[config.mk]
export PLATFORM = sky130hd
export DESIGN_NAME = pkt_ts_latch
export DESIGN_NICKNAME = d
export VERILOG_FILES = /design/src/rtl/pkt_ts_pkg.sv /design/src/rtl/ts_latch_ctrl.sv /design/src/rtl/ts_latch_data.sv /design/src/rtl/pkt_ts_latch.sv
export SDC_FILE = /design/constraint.sdc
export NUM_CORES = 1
export LEC_CHECK = 0
export ABC_AREA = 1
export ABC_CLOCK_PERIOD_IN_PS = 1380
export BUFFER_PORTS_ARGS = -buffer_cell sky130_fd_sc_hd__buf_4
export CAP_MARGIN = 20
export CORE_UTILIZATION = 42
export DETAILED_ROUTE_END_ITERATION = 10
export GPL_ROUTABILITY_DRIVEN = 0
export PLACE_DENSITY = 0.77
export SLEW_MARGIN = 25
export SYNTH_ARGS = -nofsm -noshare
export SYNTH_HDL_FRONTEND = slang
export SYNTH_SLANG_ARGS = --single-unit
[constraint.sdc]
create_clock -name clk -period 1.38 [get_ports clk]
set_clock_uncertainty 0.05 [all_clocks]
set_input_delay 0.414 -clock clk [delete_from_list [all_inputs] [get_ports clk]]
set_output_delay 0.414 -clock clk [all_outputs]
set_load 0.05 [all_outputs]
[src/rtl/pkt_ts_pkg.sv]
package pkt_ts_pkg;
  parameter int unsigned VALID_BIT = 16;

  typedef struct packed {
    logic capture;
    logic clear;
  } latch_ctrl_t;
endpackage

[src/rtl/ts_latch_ctrl.sv]
module ts_latch_ctrl
  import pkt_ts_pkg::*;
#(
  parameter int unsigned EN_W = 3,
  parameter int unsigned WD_W = 32
) (
  input  logic            clk,
  input  logic            rstN,
  input  logic            evtIn,
  input  logic [EN_W-1:0] enable,
  input  logic            statusWr,
  input  logic [WD_W-1:0] statusWrData,
  output latch_ctrl_t     ctrl,
  output logic            valid
);
  logic [EN_W-1:0] prevEn;
  logic            enChanged;
  logic            rearm;

  assign enChanged    = (prevEn != enable);
  assign rearm        = statusWr && statusWrData[VALID_BIT];
  assign ctrl.clear   = rearm || enChanged;
  assign ctrl.capture = evtIn && (enable != '0) && !valid && !ctrl.clear;

  always_ff @(posedge clk) begin
    if (!rstN) begin
      valid  <= 1'b0;
      prevEn <= '0;
    end else begin
      prevEn <= enable;
      if (ctrl.clear)        valid <= 1'b0;
      else if (ctrl.capture) valid <= 1'b1;
    end
  end

  AST_CAPTURE_SETS_VALID: assert property (@(posedge clk) disable iff (!rstN)
    ctrl.capture |=> valid);
  AST_HOLD_WHILE_VALID: assert property (@(posedge clk) disable iff (!rstN)
    (valid && !statusWr && $stable(enable)) |=> valid);
  AST_REARM_WINS: assert property (@(posedge clk) disable iff (!rstN)
    (statusWr && statusWrData[VALID_BIT] && evtIn) |=> !valid);
  AST_DISABLED_NO_CAPTURE: assert property (@(posedge clk) disable iff (!rstN)
    (enable == '0) |-> !ctrl.capture);
  AST_ENABLE_CHANGE_CLEARS: assert property (@(posedge clk) disable iff (!rstN)
    (prevEn != enable) |=> !valid);
endmodule

[src/rtl/ts_latch_data.sv]
module ts_latch_data
  import pkt_ts_pkg::*;
#(
  parameter int unsigned TIME_W = 64,
  parameter int unsigned SEQ_W  = 16
) (
  input  logic              clk,
  input  logic              rstN,
  input  latch_ctrl_t       ctrl,
  input  logic [TIME_W-1:0] timeNow,
  output logic [TIME_W-1:0] tsHeld,
  output logic [SEQ_W-1:0]  seqCount
);
  always_ff @(posedge clk) begin
    if (!rstN) begin
      tsHeld   <= '0;
      seqCount <= '0;
    end else if (ctrl.capture) begin
      tsHeld   <= timeNow;
      seqCount <= seqCount + 1'b1;
    end
  end

  AST_SEQ_STEP: assert property (@(posedge clk) disable iff (!rstN)
    ctrl.capture |=> (seqCount == $past(seqCount) + 1'b1));
  AST_HOLD_STABLE: assert property (@(posedge clk) disable iff (!rstN)
    !ctrl.capture |=> ($stable(tsHeld) && $stable(seqCount)));
endmodule

[src/rtl/pkt_ts_latch.sv]
module pkt_ts_latch
  import pkt_ts_pkg::*;
#(
  parameter int unsigned TIME_W = 64,
  parameter int unsigned HALF_W = 32,
  parameter int unsigned SEQ_W  = 16,
  parameter int unsigned EN_W   = 3
) (
  input  logic              clk,
  input  logic              rstN,
  input  logic [TIME_W-1:0] timeNow,
  input  logic              rxEvent,
  input  logic              txEvent,
  input  logic [EN_W-1:0]   rxEnable,
  input  logic [EN_W-1:0]   txEnable,
  input  logic              rxStatusWr,
  input  logic [HALF_W-1:0] rxStatusWrData,
  input  logic              txStatusWr,
  input  logic [HALF_W-1:0] txStatusWrData,
  output logic [HALF_W-1:0] rxStatus,
  output logic [HALF_W-1:0] rxTsLow,
  output logic [HALF_W-1:0] rxTsHigh,
  output logic [HALF_W-1:0] txStatus,
  output logic [HALF_W-1:0] txTsLow,
  output logic [HALF_W-1:0] txTsHigh
);
  localparam int unsigned NUM_DIR = 2;

  logic [NUM_DIR-1:0]             evtArr;
  logic [NUM_DIR-1:0][EN_W-1:0]   enArr;
  logic [NUM_DIR-1:0]             wrArr;
  logic [NUM_DIR-1:0][HALF_W-1:0] wrDataArr;
  logic [NUM_DIR-1:0][HALF_W-1:0] statArr;
  logic [NUM_DIR-1:0][TIME_W-1:0] tsArr;

  assign evtArr    = {txEvent, rxEvent};
  assign enArr     = {txEnable, rxEnable};
  assign wrArr     = {txStatusWr, rxStatusWr};
  assign wrDataArr = {txStatusWrData, rxStatusWrData};

  for (genvar d = 0; d < NUM_DIR; d++) begin : gDir
    latch_ctrl_t      ctrl;
    logic             valid;
    logic [SEQ_W-1:0] seq;

    ts_latch_ctrl #(.EN_W(EN_W), .WD_W(HALF_W)) uCtrl (
      .clk(clk), .rstN(rstN), .evtIn(evtArr[d]), .enable(enArr[d]),
      .statusWr(wrArr[d]), .statusWrData(wrDataArr[d]),
      .ctrl(ctrl), .valid(valid)
    );

    ts_latch_data #(.TIME_W(TIME_W), .SEQ_W(SEQ_W)) uData (
      .clk(clk), .rstN(rstN), .ctrl(ctrl), .timeNow(timeNow),
      .tsHeld(tsArr[d]), .seqCount(seq)
    );

    always_comb begin
      statArr[d]              = '0;
      statArr[d][SEQ_W-1:0]   = seq;
      statArr[d][VALID_BIT]   = valid;
    end
  end

  assign rxStatus = statArr[0];
  assign txStatus = statArr[1];
  assign rxTsLow  = tsArr[0][HALF_W-1:0];
  assign rxTsHigh = tsArr[0][TIME_W-1:HALF_W];
  assign txTsLow  = tsArr[1][HALF_W-1:0];
  assign txTsHigh = tsArr[1][TIME_W-1:HALF_W];
endmodule

; ---- Word-level counts from Yosys, hierarchy flattened
; Index checks and enable logic that the tools add are counted.
[word_totals]
ff_bits = 168
out_inout_bits = 192
elab_cells = 31
[op_classes]
addsub = 2
eq_ne = 2
bitwise = 1
reduce_logical = 18
[op_table]
columns = cell, n
row1 = $add A16 B1 Y16 const B, 2
row2 = $logic_and A1 B1 Y1, 8
row3 = $ne A3 B3 Y1, 2
row4 = $reduce_bool A3 Y1, 2
row5 = $logic_not A1 Y1, 4
row6 = $reduce_or A2 Y1, 2
row7 = $logic_or A1 B1 Y1, 2
row8 = $not A1 Y1, 1

; ---- Longest topological paths before layout
[logic_depth]
ltp_word = 4
depth_mapped = 10
ltp_nobuf = 9

; ---- Cells and area by module
; Synthesis repeated with hierarchy kept, for this count alone.
[unflattened]
cells_unflattened = 889
hier_area_um2 = 6607.6
[modules_own_cells]
columns = module, n_inst, cells_each, area_each_um2, seq_area_each_um2
row1 = ts_latch_data, 2, 393, 2976.6, 1601.5
row2 = ts_latch_ctrl, 2, 35, 205.2, 80.1
row3 = pkt_ts_latch, 1, 33, 244.0, 0.0

; ---- Least setup slack after synthesis
; Ideal clock, no wire load.
[synth_timing]
path_kind = register to register
startpoint = reg gDir[1].uData.seqCount[0]
endpoint = reg gDir[1].uData.seqCount[10]
arrival_ps = 1673
required_ps = 1213
path_slack_ps = -460
path_stages_with_launch = 9
path_cell_list = dfxtp_1 > ha_1 > nand3_1 > nor2_1 > nand2_1 > nor2_1 > nand3_1 > nand2_1 > nor2_1
[synth_between]
elab_chain_cells = 1
[synth_lines]
columns = item, line
row1 = start: declaration, ts_latch_data.sv:12  ; output logic [SEQ_W-1:0] seqCount
row2 = start signal: assignment, ts_latch_data.sv:20  ; seqCount <= seqCount + 1'b1;
row3 = $add A16 B1 Y16, ts_latch_data.sv:20
; Every way passes these cells.
; A chain may end at the register's enable or synchronous reset.

; ---- Final worst setup path
[layout_timing]
startpoint = reg gDir[0].uCtrl.prevEn[1]
endpoint = reg gDir[0].uData.tsHeld[17]
[layout_between]
elab_chain_cells = 4
[layout_lines]
columns = item, line
row1 = start: declaration, ts_latch_ctrl.sv:16  ; logic [EN_W-1:0] prevEn;
row2 = start signal: assignment, ts_latch_ctrl.sv:30  ; prevEn <= enable;
row3 = $ne A3 B3 Y1, ts_latch_ctrl.sv:20  ; assign enChanged = (prevEn != enable);
row4 = $logic_or A1 B1 Y1, ts_latch_ctrl.sv:22  ; assign ctrl.clear = rearm || enChanged;
row5 = $logic_not A1 Y1, ts_latch_ctrl.sv:23  ; assign ctrl.capture = evtIn && (enable != '0) && !valid && !ctrl.clear;
row6 = $logic_and A1 B1 Y1, ts_latch_ctrl.sv:23
row7 = end signal: assignment, ts_latch_data.sv:19  ; tsHeld <= timeNow;
row8 = end: declaration, ts_latch_data.sv:11  ; output logic [TIME_W-1:0] tsHeld,
; Every way passes these cells.

==> flow_metrics.env <==
export IMPL_preCtsSetupSlack_ps=-335
export IMPL_cts_buffers=17
export IMPL_ys_warnings_count=0
export IMPL_start_util=0.431
export IMPL_ios=332
export IMPL_route_met3_wl_um=2170
export IMPL_wl_per_cell_um=21.1
export IMPL_slew_violations=0
export IMPL_synth_ff_type="dfxtp_1"
export IMPL_utilization=0.882
export IMPL_maxCapViolCount=0
export IMPL_dieArea_mm2=0.0168
export IMPL_drtIter0Drc=485
export IMPL_netlist_area_leader_share=0.491
export IMPL_final_setup_worst_slack_ps=-426
export IMPL_avgSynthCellArea_um2=7.19
export IMPL_die_height_um=130
export IMPL_setup_worst_path_end_class="flop"
export IMPL_tns_ps=-36170
export IMPL_clk_path_buf_depth=2
export IMPL_outcome="complete, but fails checks"
export IMPL_p_per_area_mw_per_mm2=866
export IMPL_diodes=0
export IMPL_grt_overflow=0
export IMPL_crit_required_ps=1640
export IMPL_final_nets=1456
export IMPL_hp_class="in -> reg"
export IMPL_cts_sinks=168
export IMPL_placed_area_mm2=0.00928
export IMPL_root_buffer="clkbuf_16"
export IMPL_port_buffer_count=239
export IMPL_cp_data_arrival_time_ps=2070
export IMPL_cp_max_fo=8
export IMPL_final_antenna_net_count=0
export IMPL_yosysMostFrequentCell="nand2_1"
export IMPL_final_area_mm2=0.0140
export IMPL_rsz0062_at_grt="true"
export IMPL_drive_above_1_share=0.683
export IMPL_p_leak_nw=5.89
export IMPL_yosysTopAreaCell="dfxtp_1"
export IMPL_via_per_inst=5.46
export IMPL_grt_max_degree=27
export IMPL_dp_cells=1400
export IMPL_hold_slack_ps=177
export IMPL_peakVddDrop_uv=872
export IMPL_crit_path_start="gDir[0].uCtrl.prevEn[1]$_SDFF_PN0_"
export IMPL_setup_violations=305
export IMPL_syn2layout_area_growth_pct=104
export IMPL_cts_tree="yes"
export IMPL_h_tree_depth=4
export IMPL_ys_seq_area_frac=0.491
export IMPL_hold_violations=0
export IMPL_synth_area_leaders="dfxtp_1 49%, nand2_1 21%, a21oi_1 11%"
export IMPL_grt_pass1_vias=7226
export IMPL_fillers=685
export IMPL_criticalPathCategory="reg -> reg"
export IMPL_routed_wl_um=32500
export IMPL_synthArstFlopShare=0
export IMPL_drtPass1Iterations=7
export IMPL_cts_clk_slew_worst_paths_ps=70
export IMPL_min_period_ps=1810
export IMPL_synth_common_cells="388 x nand2_1, 168 x dfxtp_1, 157 x a21oi_1, 59 x nor2_1, 33 x inv_1"
export IMPL_routed_top_layer="met4"
export IMPL_p_total_mw=12.1
export IMPL_met2WireLength_um=17000
export IMPL_vias=8416
export IMPL_grtUsageTotal=0.279
export IMPL_rows=46
export IMPL_reg2reg_from="gDir[0].uCtrl.prevEn[1]$_SDFF_PN0_"
export IMPL_synthCells=953
export IMPL_fmax_mhz=554
export IMPL_antenna_found_initial=0
export IMPL_clk_latency_ps=420
export IMPL_met1_length_um=11300
export IMPL_synth_seq_cells=168
export IMPL_yosysUniqueCellTypes=26
export IMPL_critPathLaunchType="flop"
export IMPL_violations="negative setup slack"
export IMPL_core_mm2=0.0159
export IMPL_holdCritStartpoint="txEnable[2]"
export IMPL_drc=0
export IMPL_dp_hpwl_um=13600
export IMPL_period_share=1.31
export IMPL_synth_edff_count=0
export IMPL_grt_pass1_wl_um=36200
export IMPL_die_x_um=130
export IMPL_layout_cells_non_filler=1542
export IMPL_netlist_area_mm2=0.00685
[worst max-delay path, stage by stage, from the launching register on]
cell	delay, ps
dfxtp_2	350
inv_2	50
nand2_4	60
nand2_2	70
nor2_4	160
nand2_4	80
nor2_4	160
buf_12	160
buf_12	110
buf_12	130
nand2_1	50
a21oi_1	250
[report_power, final]
| group | internal, mW | switching, mW | leakage [nW] | total (mW) |
|---|---|---|---|---|
| logic | 0.913 | 1.36 | 4.16 | 2.27 |
| clock network | 2.76 | 2.08 | 0.276 | 4.85 |
| registers | 4.91 | 0.106 | 1.45 | 5.01 |
[worst paths after layout]
path | end | slack, ps | cells after the start
setup / recovery | gDir[0].uData.tsHeld[17]$_SDFFE_PN0P_ | -430 | 11
hold / removal | gDir[1].uCtrl.prevEn[2]$_SDFF_PN0_ | 180 | 3
setup reg to reg | gDir[0].uData.tsHeld[17]$_SDFFE_PN0P_ | -430 | 11
hold reg to reg | gDir[1].uData.tsHeld[60]$_SDFFE_PN0P_ | 430 | 2
[final cells by class]
cell class | instances | area [um^2] | area share
Tap cell | 216 | 270 | 0.0193
Multi-Input combinational cell | 693 | 4360 | 0.311
Inverter | 40 | 188 | 0.0134
Sequential cell | 168 | 3660 | 0.261
Clock buffer | 21 | 460 | 0.0329
Clock inverter | 10 | 119 | 0.00849
Timing Repair Buffer | 394 | 4950 | 0.354
[layer usage]
layer	vias up	track usage
li1	3716	-
met1	4076	0.321
met2	472	0.489
met3	152	0.0640
met4	0	0.136
met5	-	0
[repair_timing]
action / CTS / global route
cloned: 14 / 14
resized for setup: 234 / 654
pin swaps: 10 / 86
setup buffers: 54 / 39
hold endpoints to repair: 0 / 0
hold buffers: 0 / 0
endpoints found under the setup margin: 313 / 323
[flip-flops by register name, indices dropped and copies added, names as in the netlist]
| register | flops |
|---|---|
| gDir.uCtrl.prevEn | 6 |
| gDir.uCtrl.valid | 2 |
| gDir.uData.seqCount | 32 |
| gDir.uData.tsHeld | 128 |
[layout by cell type, fill, tap and decap left out, types with 3 or more instances in the layout]
master	synthesis	layout
dfxtp_1	168	5
buf_4	32	160
a21oi_1	157	45
buf_8	0	138
nor2_4	1	12
nand3_2	0	11
a21oi_2	0	110
inv_1	33	24
and2_1	3	3
buf_16	0	10
buf_6	8	44
dfxtp_2	0	127
clkbuf_16	0	28
clkinvlp_4	0	3
inv_2	7	10
nand4_1	9	9
nand2_1	388	240
buf_12	0	30
nand2_4	0	70
conb_1	1	30
nand3_4	0	3
nor2_1	59	39
dfxtp_4	0	36
nor2_2	3	12
inv_6	0	3
nand3_1	27	13
xnor2_1	3	3
nand2_2	1	77
[cell families after synthesis]
logic type / after synthesis / share of synthesized area
compound gates: 163 / 0.120
xor+xnor: 5 / 0.00639
fa+ha+maj: 2 / 0.00365
buf+inv: 121 / 0.0959
flops: 168 / 0.491
other cells: 1 / 0.000547
simple gates: 493 / 0.283
No activity file was read; power rests on OpenSTA's default activity.
